**src/rtl/decade_pkg.sv**
```systemverilog
package decade_pkg;

  localparam int TWO_MOD  = 2;
  localparam int FIVE_MOD = 5;
  localparam int FIVE_W   = $clog2(FIVE_MOD);

  typedef enum logic [1:0] {
    MODE_SPLIT     = 2'b00,
    MODE_BCD       = 2'b01,
    MODE_SYM       = 2'b10,
    MODE_SPLIT_ALT = 2'b11
  } chain_mode_e;

  typedef struct packed {
    logic clear;
    logic loadNine;
    logic stepTwo;
    logic stepFive;
  } stage_strobe_t;

endpackage

```
**src/rtl/decade_ctrl.sv**
```systemverilog
module decade_ctrl
  import decade_pkg::*;
(
  input  logic [1:0]    chainMode,
  input  logic          cntEnA,
  input  logic          cntEnB,
  input  logic          clearAll,
  input  logic          loadNine,
  input  logic          twoBit,
  input  logic          fiveAtTop,
  output stage_strobe_t strobe
);

  chain_mode_e modeSel;
  logic        twoFalls;
  logic        fiveFalls;

  assign modeSel = chain_mode_e'(chainMode);

  // a stage output falls when it is about to leave its top state
  assign twoFalls  = cntEnA && twoBit;
  assign fiveFalls = cntEnB && fiveAtTop;

  always_comb begin
    strobe          = '0;
    strobe.clear    = clearAll;
    strobe.loadNine = loadNine && !clearAll;
    unique case (modeSel)
      MODE_BCD: begin
        strobe.stepTwo  = cntEnA;
        strobe.stepFive = twoFalls;
      end
      MODE_SYM: begin
        strobe.stepTwo  = fiveFalls;
        strobe.stepFive = cntEnB;
      end
      default: begin
        strobe.stepTwo  = cntEnA;
        strobe.stepFive = cntEnB;
      end
    endcase
  end

endmodule

```
**src/rtl/decade_datapath.sv**
```systemverilog
module decade_datapath
  import decade_pkg::*;
#(
  parameter int FIVE_LEN = FIVE_MOD
) (
  input  logic                  clk,
  input  logic                  rst_n,
  input  stage_strobe_t         strobe,
  output logic                  twoBit,
  output logic [FIVE_W-1:0]     fiveVal,
  output logic                  fiveAtTop
);

  localparam logic [FIVE_W-1:0] FIVE_TOP = FIVE_W'(FIVE_LEN - 1);

  logic [FIVE_W-1:0] fiveNext;

  assign fiveAtTop = (fiveVal == FIVE_TOP);
  assign fiveNext  = fiveAtTop ? '0 : fiveVal + 1'b1;

  always_ff @(posedge clk or negedge rst_n) begin
    if (!rst_n) begin
      twoBit <= 1'b0;
    end else if (strobe.clear) begin
      twoBit <= 1'b0;
    end else if (strobe.loadNine) begin
      twoBit <= 1'b1;
    end else if (strobe.stepTwo) begin
      twoBit <= ~twoBit;
    end
  end

  always_ff @(posedge clk or negedge rst_n) begin
    if (!rst_n) begin
      fiveVal <= '0;
    end else if (strobe.clear) begin
      fiveVal <= '0;
    end else if (strobe.loadNine) begin
      fiveVal <= FIVE_TOP;
    end else if (strobe.stepFive) begin
      fiveVal <= fiveNext;
    end
  end

endmodule

```
**src/rtl/decade_divider.sv**
```systemverilog
module decade_divider
  import decade_pkg::*;
(
  input  logic       clk,
  input  logic       rst_n,
  input  logic [1:0] chainMode,
  input  logic       cntEnA,
  input  logic       cntEnB,
  input  logic       clearAll,
  input  logic       loadNine,
  output logic       qA,
  output logic       qB,
  output logic       qC,
  output logic       qD,
  output logic       termCount
);

  stage_strobe_t     strobe;
  logic              twoBit;
  logic [FIVE_W-1:0] fiveVal;
  logic              fiveAtTop;

  decade_ctrl u_ctrl (
    .chainMode (chainMode),
    .cntEnA    (cntEnA),
    .cntEnB    (cntEnB),
    .clearAll  (clearAll),
    .loadNine  (loadNine),
    .twoBit    (twoBit),
    .fiveAtTop (fiveAtTop),
    .strobe    (strobe)
  );

  decade_datapath #(.FIVE_LEN(FIVE_MOD)) u_dp (
    .clk       (clk),
    .rst_n     (rst_n),
    .strobe    (strobe),
    .twoBit    (twoBit),
    .fiveVal   (fiveVal),
    .fiveAtTop (fiveAtTop)
  );

  assign qA = twoBit;
  assign qB = fiveVal[0];
  assign qC = fiveVal[1];
  assign qD = fiveVal[2];

  assign termCount = (chain_mode_e'(chainMode) == MODE_BCD) && qD && !qC && !qB && qA;

endmodule

```
**config.mk**
```make
export PLATFORM = sky130hd
export DESIGN_NAME = decade_divider
export DESIGN_NICKNAME = d
export VERILOG_FILES = /design/src/rtl/decade_pkg.sv /design/src/rtl/decade_ctrl.sv /design/src/rtl/decade_datapath.sv /design/src/rtl/decade_divider.sv
export SDC_FILE = /design/constraint.sdc
export NUM_CORES = 1
export LEC_CHECK = 0
export ABC_AREA = 1
export ABC_CLOCK_PERIOD_IN_PS = 1400
export BUFFER_PORTS_ARGS = -buffer_cell sky130_fd_sc_hd__buf_2
export CORE_AREA = 2 2 39 41
export CTS_BUF_LIST = sky130_fd_sc_hd__clkbuf_16
export CTS_CLUSTER_SIZE = 14
export DETAILED_ROUTE_END_ITERATION = 8
export DIE_AREA = 0 0 41 43
export SLEW_MARGIN = 20
export SYNTH_ARGS = -nofsm -noshare
export SYNTH_HDL_FRONTEND = slang
export SYNTH_SLANG_ARGS = --single-unit
```
**constraint.sdc**
```tcl
create_clock -name clk -period 1.4 [get_ports clk]
set_clock_uncertainty 0.2 [all_clocks]
set_input_delay 0.28 -clock clk [delete_from_list [all_inputs] [get_ports clk]]
set_output_delay 0.28 -clock clk [all_outputs]
set_load 0.02 [all_outputs]
```
==> key figures, run 1 <==
Outcome
  • Status: finished, violations left
  • Failing checks: negative setup slack

Synth
  • Adder-cell share of the synthesized area: 0.141
  • Complex-gate fraction of the synthesized area: 0.116
  • Largest family of logic cells by synthesized area: simple AND/OR/NAND/NOR gates
  • Post-synthesis cell count: 49
  • Syn_nets: 61
  • Multiplexer share of the synthesized area: 0
  • Syn_area_per_cell: 7.25 sq um
  • Area share of xor/xnor cells in the synthesized design: 0
  • Post-synthesis sequential area ratio: 0.282
  • Simple-gate portion of the synthesized area: 0.356
  • Distinct cells, synth: 17
  • Register bit total from synthesis: 4
  • Cell area after synthesis: roughly 360 sq um
  • Ys Warns: 0

STA
  • Slew Limit Fails: 0
  • Max_slew headroom: 0.847
  • Slew @ Worst Pin: 0.229 ns
  • Fin crit share: 1.04
  • Final worst slack: -0.0567 ns
  • Fmax: 687 MHz
  • Min Hold Slack: 0.140 ns
  • Setup-failing EPs final: 2
  • RSZ-0062 raised after global routing: true
  • Final Hold Vio Count: 0
  • Post-route minimum period: 1.46 ns

Clocking
  • CTS Buf Count: 3
  • Clock buffer depth: 2
  • H-tree depth: 1
  • Clk sinks: 4
  • Worst-path clk slew: 0.03 ns
  • CTS Root Cell: clkbuf_16
  • Worst-skew pair later-pin latency: 0.22 ns
  • CTS tree: done

Placement
  • Pre-CTS setup slack: -0.155 ns
  • Final HPWL DP: 670 um
  • # port buffers: 12
  • RePlAce Congestion: 0.749

Floorplan
  • Chip width: between 40 and 50 um
  • Die area: around 1800 sq um
  • Die height: 43 um
  • CORE AREA: 1380 sq um
  • Row cnt: 14
  • # IOs: 13
  • Initial Utilization: 0.257

Detailed routing
  • Antenna viol nets, final: 0
  • DR top layer: met3
  • Via density: 4.78
  • Via count: 425
  • DR WL met2: 646 um
  • DRC errors left: 0
  • Drt wl/cell: between 10 and 15 um
  • Final wirelength: 1070 um
  • DRT Pass-1 Iters: 4
  • Met3 wire length: between 30 and 40 um
  • DR iter-0 viols: 4
  • DRT met1 WL: 391 um

Cells and area
  • # diodes: 0
  • Layout cells sized above 1: 0.534
  • Area Growth Syn to Fin: 82.7%
  • Nets@finish: 86

Critical path
  • Largest stage delay, worst path: 0.40 ns
  • Worst Path Required: 0.92 ns
  • Crit path kind: flip-flop to output pin
  • CP Launch Point: u_dp.fiveVal[0]$_DFFE_PN0P_
  • Worst path top cell family by delay: flip-flops
  • Crit path launch type: flip-flop
  • CP Max Fanout: 2
  • R2r startpoint: u_dp.fiveVal[0]$_DFFE_PN0P_
  • Slowest cell on crit path: dfrtp_2
  • Worst path cell trace: inv_2 -> nand3_2 -> nor2_1 -> buf_4
  • CP Buf/Inv Count: 2
  • Worst EP arrival: 0.98 ns
  • Endpoint class of the critical path: output pin

GRT
  • Vias in the first global route: 380
  • Antenna violations before repair: 0
  • Tot GR Track Use: 0.117
  • Grt ovf: 0
  • Global-route wire length before repair: 1390 um
  • Largest net degree at the start of global routing: 6

Pwr
  • Post-layout power: slightly above 0.7 mW
  • Leak: 0.324 nW
  • Peak VDD IR: a little over 0.0005 V
  • Power per standard cell area: 1100 nW/um^2

Min path
  • HP Start: clearAll
  • HP Class: primary input to flip-flop

Flow run
  • Max cap viols: 0
-- metrics by stage --
step	setup TNS (ns)	area, sq um	cells	util
after floorplan	0	357	49	-
after global placement	-0.522	452	79	0.326
after detailed placement	-0.641	452	79	0.326
after CTS	-0.0979	583	88	0.421
after global routing	-0.297	649	89	0.469
final	-0.104	649	89	0.469
-- path summary, 6_finish.rpt --
path                       depth (start not counted)  slack [ns]                     endpoint
max in group asynchronous                          2        0.68      u_dp.twoBit$_DFFE_PN0P_
setup reg to reg                                   7       -0.05  u_dp.fiveVal[2]$_DFFE_PN0P_
hold / removal                                     4        0.14      u_dp.twoBit$_DFFE_PN0P_
min in group asynchronous                          2        0.19  u_dp.fiveVal[1]$_DFFE_PN0P_
setup / recovery                                   4       -0.06                    termCount
hold reg to reg                                    2        0.38  u_dp.fiveVal[1]$_DFFE_PN0P_
-- cells by family (layout without fill, tap and decap cells) --
group | count (synthesis) | count (layout)
simple gates | 24 | 24
buf+inv | 10 | 34
compound gates | 7 | 7
fa+ha+maj | 4 | 4
flops | 4 | 4
-- cell usage in the layout (no fill, tap or decap), drive strengths merged --
cell type and instances:
nor2 6, nand4 5, nand3 4, o211ai 1, clkbuf 3, ha 4, dfrtp 4, dlygate4sd3 1
a21oi 2, o21ai 4, buf 19, inv 11, nand2 9
-- state kept, by name, summed over array words and instances, names as in the netlist --
name,count
u_dp.twoBit,1
u_dp.fiveVal,3
-- synthesized netlist by cell type --
cell type / n / area (sq um)
inv_1: 9 / 33.8
nand2_1: 8 / 30.0
dfrtp_1: 4 / 100
ha_1: 4 / 50.1
nand4_1: 4 / 25.0
nor2_1: 4 / 15.0
nand3_1: 3 / 15.0
a21oi_1: 2 / 10.0
nor2_2: 2 / 12.5
o21ai_1: 2 / 10.0
inv_2: 1 / 3.75
nand2_2: 1 / 6.26
nand3_2: 1 / 10.0
nand4_2: 1 / 12.5
o211ai_1: 1 / 7.51
o21ai_0: 1 / 5.00
o21ai_2: 1 / 8.76
-- per-layer routing --
metal | global-route usage | up-vias
li1 | - | 212
met1 | 0.129 | 205
met2 | 0.200 | 8
met3 | 0.0471 | 0
met4 | 0.0200 | 0
met5 | 0 | -
-- worst reg2reg max path, cell delays in order (launching register included) --
cell	delay, ns
dfrtp_2	0.40
buf_4	0.15
ha_4	0.15
nor2_1	0.09
nand2_1	0.07
o211ai_1	0.12
nand3_1	0.12
nand2_1	0.08
-- power by group --
| group | leakage, nW | internal, mW | switching (mW) |
|---|---|---|---|
| Clock | 0.0423 | 0.368 | 0.0734 |
| Sequential | 0.0501 | 0.125 | 0.00965 |
| Combinational | 0.231 | 0.0618 | 0.0759 |
| Total | 0.324 | 0.554 | 0.159 |
-- final cells by class --
type | instances | area (sq um)
clock buffers | 3 | 75.1
multi-input cells | 35 | 267
repair buffers | 20 | 144
inverters | 10 | 37.5
flip-flops and latches | 4 | 103
clock inverters | 1 | 3.75
well taps | 16 | 20.0
fillers | 145 | 734
-- timing repair --
| item | CTS | global route |
|---|---|---|
| endpoints found under the hold margin | 4 | 0 |
| hold buffers | 1 | 0 |
| pin swaps | 1 | 10 |
| setup buffers | 4 | 1 |
| resized for setup | 6 | 15 |
| setup endpoints to repair | 1 | 7 |
Note: power is estimated with default switching activity, not from simulation.
==> run 2: changes to the inputs <==
- CORE_AREA: 2 2 39 41 -> 3 3 40 42
- DIE_AREA: 0 0 41 43 -> 0 0 43 45
==> run 2 against run 1 <==
  * Critical path depth did not move
  * Final area is 7.7% lower
  * Worst setup slack got worse by 0.014 ns
  * Critical path type unchanged
  * Combinational power shrank 17%
  * Largest cell class unchanged
  * Global-route usage decreased by 0.40 points
  * Sequential share of layout area rose by 1.5 points
  * Clock power increased by 2%
  * Flip-flop and latch count stayed put
  * The run still ends with negative setup slack left
  * Via count is 9.4% lower
  * Wire length shrank 9.5%
==> key figures, run 2 (same netlist as run 1, synthesis figures left out) <==
Outcome
  • Status: finished, violations left
  • Failing checks: negative setup slack

Pwr
  • Power per standard cell area: 1170 nW/um^2
  • Sw Ratio: 0.226
  • Post-layout power: 0.703 mW
  • Gate power share: 0.162
  • Leak: ~0.31 nW
  • Switching Power: roughly 0.16 mW
  • Peak VDD IR: 0.000511 V
  • Clock group share of total power: 0.642
  • Reg power frac: 0.196
  • Cell-internal power: 0.544 mW

Detailed routing
  • Final wirelength: 968 um
  • DR iter-0 viols: 4
  • DRT Pass-1 Iters: 4
  • Via count: 385
  • Via density: 4.48
  • Drt wl/cell: 11.3 um
  • Antenna viol nets, final: 0
  • DRC errors left: 0

Critical path
  • CP Max Fanout: 3
  • Crit path kind: flip-flop to output pin
  • R2r startpoint: u_dp.fiveVal[0]$_DFFE_PN0P_
  • CP Launch Point: u_dp.fiveVal[1]$_DFFE_PN0P_
  • Worst EP arrival: 0.99 ns
  • Crit path launch type: flip-flop
  • Endpoint class of the critical path: output pin
  • Reg-to-reg slack, setup: -0.07 ns
  • Worst Path Required: between 0.9 and 1 ns

Cells and area
  • Max FFs per register: 3
  • Fillers: 143
  • Largest Register: u_dp.fiveVal
  • Regs by FF count: u_dp.fiveVal (3), u_dp.twoBit (1)
  • Nets@finish: 84
  • Layout cells sized above 1: 0.549
  • # diodes: 0
  • Most common cell after layout, fill and taps aside: buf_2
  • Area Growth Syn to Fin: 68.7%
  • Most frequent cells in the layout: 9 x buf_2, 8 x inv_1, 7 x nand2_1, 6 x buf_4

Placement
  • RePlAce Congestion: 0.736
  • Pre-CTS setup slack: -0.160 ns
  • Final HPWL DP: 710 um
  • # port buffers: 12

GRT
  • Grt ovf: 0
  • GRT met3 Usage: 0.0398
  • Vias in the first global route: 361
  • Antenna violations before repair: 0
  • Met1 usage: 0.128
  • Largest net degree at the start of global routing: 7
  • Global-route wire length before repair: 1590 um
  • Tot GR Track Use: 0.113
  • GRT busiest layer: met2
  • Met2 Use GR: 0.207

Floorplan
  • Die height: 45 um
  • # IOs: 13
  • Row cnt: 13
  • Chip width: 43 um
  • CORE AREA: 1280 sq um
  • Die area: 1940 sq um
  • Initial Utilization: 0.277

STA
  • Fin crit share: 1.05
  • Post-route minimum period: 1.47 ns
  • Fmax: 680 MHz
  • Final Hold Vio Count: 0
  • Slew @ Worst Pin: 0.203 ns
  • RSZ-0062 raised after global routing: true
  • Total negative slack: -0.141 ns
  • Final worst slack: -0.0709 ns
  • Setup-failing EPs final: 2
  • Slew Limit Fails: 0
  • Max_slew headroom: 0.864

Clocking
  • Clk sinks: 4
  • H-tree depth: 1
  • Clock buffer depth: 2
  • Worst-skew pair later-pin latency: 0.22 ns
  • Worst-path clk slew: approximately 0.03 ns
  • CTS tree: done
  • CTS Root Cell: clkbuf_16
  • CTS Buf Count: 3

Min path
  • HP Start: clearAll
  • HP Class: primary input to flip-flop

Flow run
  • Max cap viols: 0
==> run 2: path summary, 6_finish.rpt <==
kind	cells past startpoint	to
setup / recovery	4	termCount
hold / removal	4	u_dp.twoBit$_DFFE_PN0P_
min in group asynchronous	2	u_dp.fiveVal[0]$_DFFE_PN0P_
hold reg to reg	2	u_dp.fiveVal[1]$_DFFE_PN0P_
setup reg to reg	8	u_dp.twoBit$_DFFE_PN0P_
max in group asynchronous	2	u_dp.fiveVal[2]$_DFFE_PN0P_
==> run 2: routing by layer <==
metal,up-vias,part of all wire,wire [um]
li1,205,-,-
met1,175,0.41,395
met2,5,0.56,541
met3,0,0.032,31
met4,0,0,0
met5,-,0,0
==> run 2: metrics by stage <==
step	cells	utilization	area [sq um]	hold slack [ns]
final	86	0.466	599	0.151
after global routing	86	0.466	599	0.181
after CTS	85	0.444	571	0.162
after detailed placement	78	0.351	450	-0.113
after global placement	78	0.351	450	-0.113
after floorplan	49	-	357	-0.216
==> run 2: critical path, stage by stage (launching register included) <==
cell and delay [ns]:
dfrtp_1 0.40, inv_2 0.09, nand2_2 0.05, nor2_2 0.11, buf_6 0.12
==> run 2: layout make-up <==
class                   instances  area (sq um)  area share
repair buffers                 18           123       0.205
flip-flops and latches          4           104       0.173
clock inverters                 1          3.75     0.00626
inverters                      10          37.5      0.0626
well taps                      15          18.8      0.0313
clock buffers                   3          75.1       0.125
multi-input cells              35           238       0.397
==> run 2: power by group through the flow <==
stage	Clock (mW)	Sequential [mW]	Combinational, mW
after CTS	0.458	0.136	0.110
after global routing	0.470	0.139	0.128
after detailed placement	0	0.136	0.0982
final	0.451	0.138	0.114
after global placement	0	0.136	0.0962
after floorplan	0	0.143	0.0520
==> run 2: repair_timing <==
item,in CTS,in global routing
endpoints found under the setup margin,2,6
hold endpoints to repair,4,0
hold buffers,1,0
gates resized for setup,7,9
setup buffers,2,1
pin swaps,1,2
